**src/rtl/thermal_pkg.sv**
```systemverilog
package thermal_pkg;

  typedef enum logic [2:0] {
    CFG_TRIP = 3'd0,
    CFG_CRIT = 3'd1,
    CFG_HYST = 3'd2,
    CFG_ON   = 3'd3,
    CFG_OFF  = 3'd4
  } cfg_addr_e;

  typedef enum logic {
    PH_RUN   = 1'b0,
    PH_STALL = 1'b1
  } phase_e;

endpackage

```
**src/rtl/thermal_cfg_regs.sv**
```systemverilog
module thermal_cfg_regs
  import thermal_pkg::*;
#(
  parameter int TEMP_W   = 8,
  parameter int CNT_W    = 12,
  parameter int CFG_W    = 12,
  parameter int DEF_TRIP = 85,
  parameter int DEF_CRIT = 100,
  parameter int DEF_HYST = 3,
  parameter int DEF_ON   = 500,
  parameter int DEF_OFF  = 500
) (
  input  logic              clk,
  input  logic              rst,
  input  logic              we,
  input  logic [2:0]        addr,
  input  logic [CFG_W-1:0]  data,
  output logic [TEMP_W-1:0] trip_q,
  output logic [TEMP_W-1:0] crit_q,
  output logic [TEMP_W-1:0] hyst_q,
  output logic [CNT_W-1:0]  on_len_q,
  output logic [CNT_W-1:0]  off_len_q
);

  logic [TEMP_W-1:0] data_t;
  logic [CNT_W-1:0]  data_c;

  assign data_t = data[TEMP_W-1:0];
  assign data_c = data[CNT_W-1:0];

  always_ff @(posedge clk) begin
    if (rst) begin
      trip_q    <= TEMP_W'(DEF_TRIP);
      crit_q    <= TEMP_W'(DEF_CRIT);
      hyst_q    <= TEMP_W'(DEF_HYST);
      on_len_q  <= CNT_W'(DEF_ON);
      off_len_q <= CNT_W'(DEF_OFF);
    end else if (we) begin
      case (addr)
        CFG_TRIP: trip_q    <= data_t;
        CFG_CRIT: crit_q    <= data_t;
        CFG_HYST: hyst_q    <= data_t;
        CFG_ON:   on_len_q  <= data_c;
        CFG_OFF:  off_len_q <= data_c;
        default:  ;
      endcase
    end
  end

endmodule

```
**src/rtl/thermal_trip_detect.sv**
```systemverilog
module thermal_trip_detect #(
  parameter int TEMP_W = 8
) (
  input  logic              clk,
  input  logic              rst,
  input  logic [TEMP_W-1:0] temp,
  input  logic              sw_req,
  input  logic [TEMP_W-1:0] trip,
  input  logic [TEMP_W-1:0] crit,
  input  logic [TEMP_W-1:0] hyst,
  output logic              active_q,
  output logic              shut_q
);

  logic              hot_q;
  logic              hot_d;
  logic [TEMP_W-1:0] release_lvl;
  logic              at_trip;
  logic              below_release;

  always_comb begin
    release_lvl   = (trip > hyst) ? (trip - hyst) : '0;
    at_trip       = (temp >= trip);
    below_release = (temp < release_lvl);
    if (at_trip)            hot_d = 1'b1;
    else if (below_release) hot_d = 1'b0;
    else                    hot_d = hot_q;
  end

  always_ff @(posedge clk) begin
    if (rst) begin
      hot_q    <= 1'b0;
      active_q <= 1'b0;
      shut_q   <= 1'b0;
    end else begin
      hot_q    <= hot_d;
      active_q <= hot_d | sw_req;
      shut_q   <= shut_q | (temp >= crit);
    end
  end

endmodule

```
**src/rtl/thermal_duty_gen.sv**
```systemverilog
module thermal_duty_gen
  import thermal_pkg::*;
#(
  parameter int CNT_W = 12
) (
  input  logic             clk,
  input  logic             rst,
  input  logic             active,
  input  logic [CNT_W-1:0] on_len,
  input  logic [CNT_W-1:0] off_len,
  output logic             clk_en_q
);

  phase_e           phase_q;
  logic [CNT_W-1:0] cnt_q;
  logic             active_d_q;
  logic             run_done;
  logic             stall_done;

  assign run_done   = (cnt_q >= on_len);
  assign stall_done = (cnt_q >= off_len);

  always_ff @(posedge clk) begin
    if (rst) begin
      phase_q    <= PH_RUN;
      cnt_q      <= '0;
      active_d_q <= 1'b0;
      clk_en_q   <= 1'b1;
    end else begin
      active_d_q <= active;
      if (!active) begin
        phase_q  <= PH_RUN;
        cnt_q    <= '0;
        clk_en_q <= 1'b1;
      end else if (!active_d_q) begin
        phase_q  <= PH_RUN;
        cnt_q    <= CNT_W'(1);
        clk_en_q <= 1'b1;
      end else if (phase_q == PH_RUN) begin
        if (run_done) begin
          phase_q  <= PH_STALL;
          cnt_q    <= CNT_W'(1);
          clk_en_q <= 1'b0;
        end else begin
          cnt_q    <= cnt_q + CNT_W'(1);
          clk_en_q <= 1'b1;
        end
      end else begin
        if (stall_done) begin
          phase_q  <= PH_RUN;
          cnt_q    <= CNT_W'(1);
          clk_en_q <= 1'b1;
        end else begin
          cnt_q    <= cnt_q + CNT_W'(1);
          clk_en_q <= 1'b0;
        end
      end
    end
  end

endmodule

```
**src/rtl/thermal_throttle.sv**
```systemverilog
module thermal_throttle #(
  parameter int TEMP_W   = 8,
  parameter int CNT_W    = 12,
  parameter int DEF_TRIP = 85,
  parameter int DEF_CRIT = 100,
  parameter int DEF_HYST = 3,
  parameter int DEF_ON   = 500,
  parameter int DEF_OFF  = 500,
  localparam int CFG_W   = (TEMP_W > CNT_W) ? TEMP_W : CNT_W
) (
  input  logic              clk,
  input  logic              rst,
  input  logic [TEMP_W-1:0] temp_i,
  input  logic              sw_throttle_i,
  input  logic              cfg_we_i,
  input  logic [2:0]        cfg_addr_i,
  input  logic [CFG_W-1:0]  cfg_data_i,
  output logic              clk_en_o,
  output logic              throttling_o,
  output logic              shutdown_o
);

  logic [TEMP_W-1:0] trip_q;
  logic [TEMP_W-1:0] crit_q;
  logic [TEMP_W-1:0] hyst_q;
  logic [CNT_W-1:0]  on_len_q;
  logic [CNT_W-1:0]  off_len_q;

  thermal_cfg_regs #(
    .TEMP_W(TEMP_W), .CNT_W(CNT_W), .CFG_W(CFG_W),
    .DEF_TRIP(DEF_TRIP), .DEF_CRIT(DEF_CRIT), .DEF_HYST(DEF_HYST),
    .DEF_ON(DEF_ON), .DEF_OFF(DEF_OFF)
  ) u_cfg (
    .clk(clk), .rst(rst),
    .we(cfg_we_i), .addr(cfg_addr_i), .data(cfg_data_i),
    .trip_q(trip_q), .crit_q(crit_q), .hyst_q(hyst_q),
    .on_len_q(on_len_q), .off_len_q(off_len_q)
  );

  thermal_trip_detect #(.TEMP_W(TEMP_W)) u_trip (
    .clk(clk), .rst(rst),
    .temp(temp_i), .sw_req(sw_throttle_i),
    .trip(trip_q), .crit(crit_q), .hyst(hyst_q),
    .active_q(throttling_o), .shut_q(shutdown_o)
  );

  thermal_duty_gen #(.CNT_W(CNT_W)) u_duty (
    .clk(clk), .rst(rst),
    .active(throttling_o),
    .on_len(on_len_q), .off_len(off_len_q),
    .clk_en_q(clk_en_o)
  );

endmodule

```
**config.mk**
```make
export PLATFORM = sky130hd
export DESIGN_NAME = thermal_throttle
export DESIGN_NICKNAME = d
export VERILOG_FILES = /design/src/rtl/thermal_pkg.sv /design/src/rtl/thermal_cfg_regs.sv /design/src/rtl/thermal_trip_detect.sv /design/src/rtl/thermal_duty_gen.sv /design/src/rtl/thermal_throttle.sv
export SDC_FILE = /design/constraint.sdc
export NUM_CORES = 1
export LEC_CHECK = 0
export ABC_AREA = 1
export BUFFER_PORTS_ARGS = -buffer_cell sky130_fd_sc_hd__clkbuf_2
export CELL_PAD_IN_SITES_DETAIL_PLACEMENT = 1
export CELL_PAD_IN_SITES_GLOBAL_PLACEMENT = 2
export CORE_ASPECT_RATIO = 0.7
export CORE_MARGIN = 3
export CORE_UTILIZATION = 35
export DETAILED_ROUTE_END_ITERATION = 7
export GPL_TIMING_DRIVEN = 1
export HOLD_SLACK_MARGIN = 0.06
export PLACE_DENSITY = 0.84
export RECOVER_POWER = 100
export SYNTH_ARGS = -nofsm -noshare
export SYNTH_HDL_FRONTEND = slang
export SYNTH_SLANG_ARGS = --single-unit
```
**constraint.sdc**
```tcl
create_clock -name clk -period 3.7 [get_ports clk]
set_clock_uncertainty 0.15 [all_clocks]
set_input_delay 0.37 -clock clk [delete_from_list [all_inputs] [get_ports clk]]
set_output_delay 0.37 -clock clk [all_outputs]
set_load 0.03 [all_outputs]
```
==> flow_metrics.tcl <==
set metrics [dict create \
    synth_cells 503 \
    p_leak_nw 2.09 \
    reg2reg_depth 19 \
    max_slew_margin -0.269 \
    grt_antenna_before_repair 0 \
    synth_mux_area_frac 0.00262 \
    dieArea_um2 12200 \
    clkLatencyLatePin_ns 0.34 \
    synth_compound_area_frac 0.182 \
    first_iter_violations 157 \
    drv_cap 1 \
    outcome "finished, violations left" \
    synth_ff_type "dfxtp_1" \
    cp-start-kind "flip-flop" \
    area_growth_pct 13.9 \
    netlist.area_leader.share 0.346 \
    dp_hpwl_um 8270 \
    start_util 0.365 \
    cpLargestDelayFamily "simple AND/OR/NAND/NOR gates" \
    numCtsBuffers 9 \
    routed_via_density 5.10 \
    die_h_um 93.4 \
    powerDensity_nw_per_um2 413 \
    synth.cell_area_um2 3820 \
    crit_type "flip-flop to flip-flop" \
    rows 31 \
    post_cts_buffers 0 \
    dr_total_vias 3412 \
    routedWlPerCell_um 15.4 \
    seq_area_frac_synth 0.346 \
    drc_errors 0 \
    clock_sinks 66 \
    die_w_um 131 \
    ios 30 \
    grt_max_degree 46 \
    routed_wl_um 10300 \
    synth_top_area_cell "dfxtp_1" \
    cp-startpoint "u_cfg.trip_q[0]" \
    rsz0062_at_grt "false" \
    cp.arrival_ns 3.19 \
    root_buffer "clkbuf_16" \
    synth_fa_ha_area_frac 0.189 \
    synth_fp_nets 587 \
    drtPass1Iterations 4 \
    synth-simple-area-share 0.165 \
    holdCritPathClass "input port to flip-flop" \
    worstMarginPinSlew_ns 1.90 \
    cts_tree "done" \
    critical_path_depth 19 \
    final_max_slew_viol_count 46 \
    setup_ws_ns 0.579 \
    power_w 0.00179 \
    diodes 0 \
    synth-edff-count 0 \
    grt_use_total 0.179 \
    endpoint "u_trip.active_q" \
    finalHoldViolCount 0 \
    nFillCells 1311 \
    crit_top_cell "nand2_1" \
    synthTopCellsByArea "dfxtp_1, ha_1, inv_1" \
    use_met1 0.272 \
    cp-end-kind "flip-flop" \
    setup_viol 0 \
    crit_chain "inv_1, ha_1, fa_1, inv_1, nand2_1, nand2_1, nand3_1, nand2_1, nand2_1, or3b_1, ha_1, a21oi_1, nor2_1, a211oi_1, nand2_1, nand2_1, nand2_1, nand2_1, nand2_1" \
    layout-drive-gt1-share 0.0838 \
    holdBufCountCts 0 \
    clkTransAtPathRegs_ns 0.06 \
    grtUsageMet3 0.0377 \
    regToRegStartpoint "u_cfg.trip_q[0]" \
    worstPathRequired_ns 3.77 \
    r2r_slack_ns 0.58 \
    regArea_um2 1320 \
    routabilityCongestion 0.831 \
    crit_buf_inv 2 \
    ys_types 35 \
    grtUsageMet2 0.250 \
    tns_ns 0 \
    peakVddDrop_mv 0.241 \
    multi_input_area_um2 2120 \
    nets 618 \
    crit_fanout 7 \
    final_core_util 0.415 \
    cts_resized 0 \
    cts_max_level 3 \
    yosys_warnings 0 \
    core-area_um2 10500 \
    avgSynthCellArea_um2 7.59 \
    busiest_layer "met1" \
    grt_overflow 0 \
    synth_xor_area_frac 0.0183 \
    fin_crit_sh 0.844 \
    slowest_delay_ns 0.41 \
    ctsLongestPathBuffers 2 \
    ant_nets 0 \
    portBuffers 29 \
    synth_top_family_by_area "adder cells" \
    clock.fmax_mhz 320 \
    whs_ns 0.0860 \
    dp_slack_ns 0.587 \
    reg2reg_to "u_trip.active_q" \
    grt_pass1_wl_um 17000 \
    period_minus_slack_ns 3.12 \
    grt_pass1_vias 3404 \
    synthArstFlopShare 0 \
    cp_slowest_cell "or3b_1" \
    ys_ff_latch 66 \
    violations "max-capacitance violations, max-slew violations" \
]
layer usage:
metal,up-vias,share of wire
met3,14,0.036
met1,1628,0.55
met2,44,0.40
li1,1726,-
met4,0,0.014
met5,-,0
where the power goes:
group          switching [W]  internal, W
registers          0.0000102     0.000736
clock network       0.000306     0.000510
logic               0.000149    0.0000833
tightest hold or removal path: stages:
cell and delay, ns:
clkbuf_2 0.08, nand2_1 0.04, nand2_1 0.05
cells by family (layout without fill, tap and decap cells):
family	count (synthesis)	count (layout)
flip-flops	66	66
buffers and inverters	97	131
multiplexers	1	1
AND/OR/NAND/NOR	148	148
adder cells (fa/ha/maj)	57	57
XOR/XNOR	8	8
AO/OA/AOI/OAI	126	126
Yosys cell counts, drive strengths merged (2+ instances only):
library cell	number
nand2	76
nand4	2
nand3	13
xnor2	3
nor2	44
o21ai	42
a211oi	2
o211ai	14
buf	4
xor2	5
nor3	8
dfxtp	66
inv	85
a31oi	3
ha	56
o31ai	3
clkbuf	7
or2	2
a21oi	59
cell usage in the layout (no fill, tap or decap), types with 2 or more instances in the layout:
| cell type | n |
|---|---|
| nor3_2 | 2 |
| nand3_1 | 12 |
| xor2_1 | 5 |
| ha_1 | 56 |
| clkbuf_16 | 9 |
| clkbuf_1 | 8 |
| o31ai_1 | 3 |
| o211ai_1 | 14 |
| nor2_2 | 3 |
| a31oi_1 | 3 |
| inv_1 | 85 |
| a21oi_1 | 59 |
| nand4_1 | 2 |
| clkinv_2 | 3 |
| clkbuf_2 | 24 |
| nor2_1 | 41 |
| o21ai_0 | 41 |
| a211oi_1 | 2 |
| xnor2_1 | 3 |
| nor3_1 | 6 |
| nand2_1 | 76 |
| dfxtp_1 | 66 |
per-stage QoR:
stage          area (µm²)  instances
3_3_place_gp         4100        655
6_report             4350        669
2_1_floorplan        3820        503
4_1_cts              4370        669
5_1_grt              4350        669
3_5_place_dp         4100        655
registers in the layout, summed over array words and instances, names as in the netlist:
name               flops
u_trip.active_q        1
u_duty.cnt_q          12
u_duty.phase_q         1
u_cfg.hyst_q           8
u_cfg.crit_q           8
u_trip.shut_q          1
u_duty.active_d_q      1
u_trip.hot_q           1
u_cfg.off_len_q       12
u_cfg.trip_q           8
u_cfg.on_len_q        12
u_duty.clk_en_q        1
final cells by class:
cell class / count / share of cell area
inverters: 86 / 0.0742
repair buffers: 31 / 0.0337
clock buffers: 10 / 0.0526
clock inverters: 4 / 0.0104
multi-input cells: 340 / 0.487
well taps: 132 / 0.0380
flip-flops and latches: 66 / 0.304
how the worst min path moves through the flow:
stage / start / endpoint / slack (ns) / cells past startpoint
after floorplan: u_duty.active_d_q / u_duty.cnt_q[0] / 0.27 / 1
after global placement: u_duty.active_d_q / u_duty.cnt_q[0] / 0.28 / 1
after detailed placement: u_duty.active_d_q / u_duty.cnt_q[0] / 0.30 / 1
after CTS: sw_throttle_i / u_trip.active_q / 0.09 / 3
after global routing: sw_throttle_i / u_trip.active_q / 0.1 / 3
final: sw_throttle_i / u_trip.active_q / 0.09 / 3
Power figures use the tool's default switching activity.
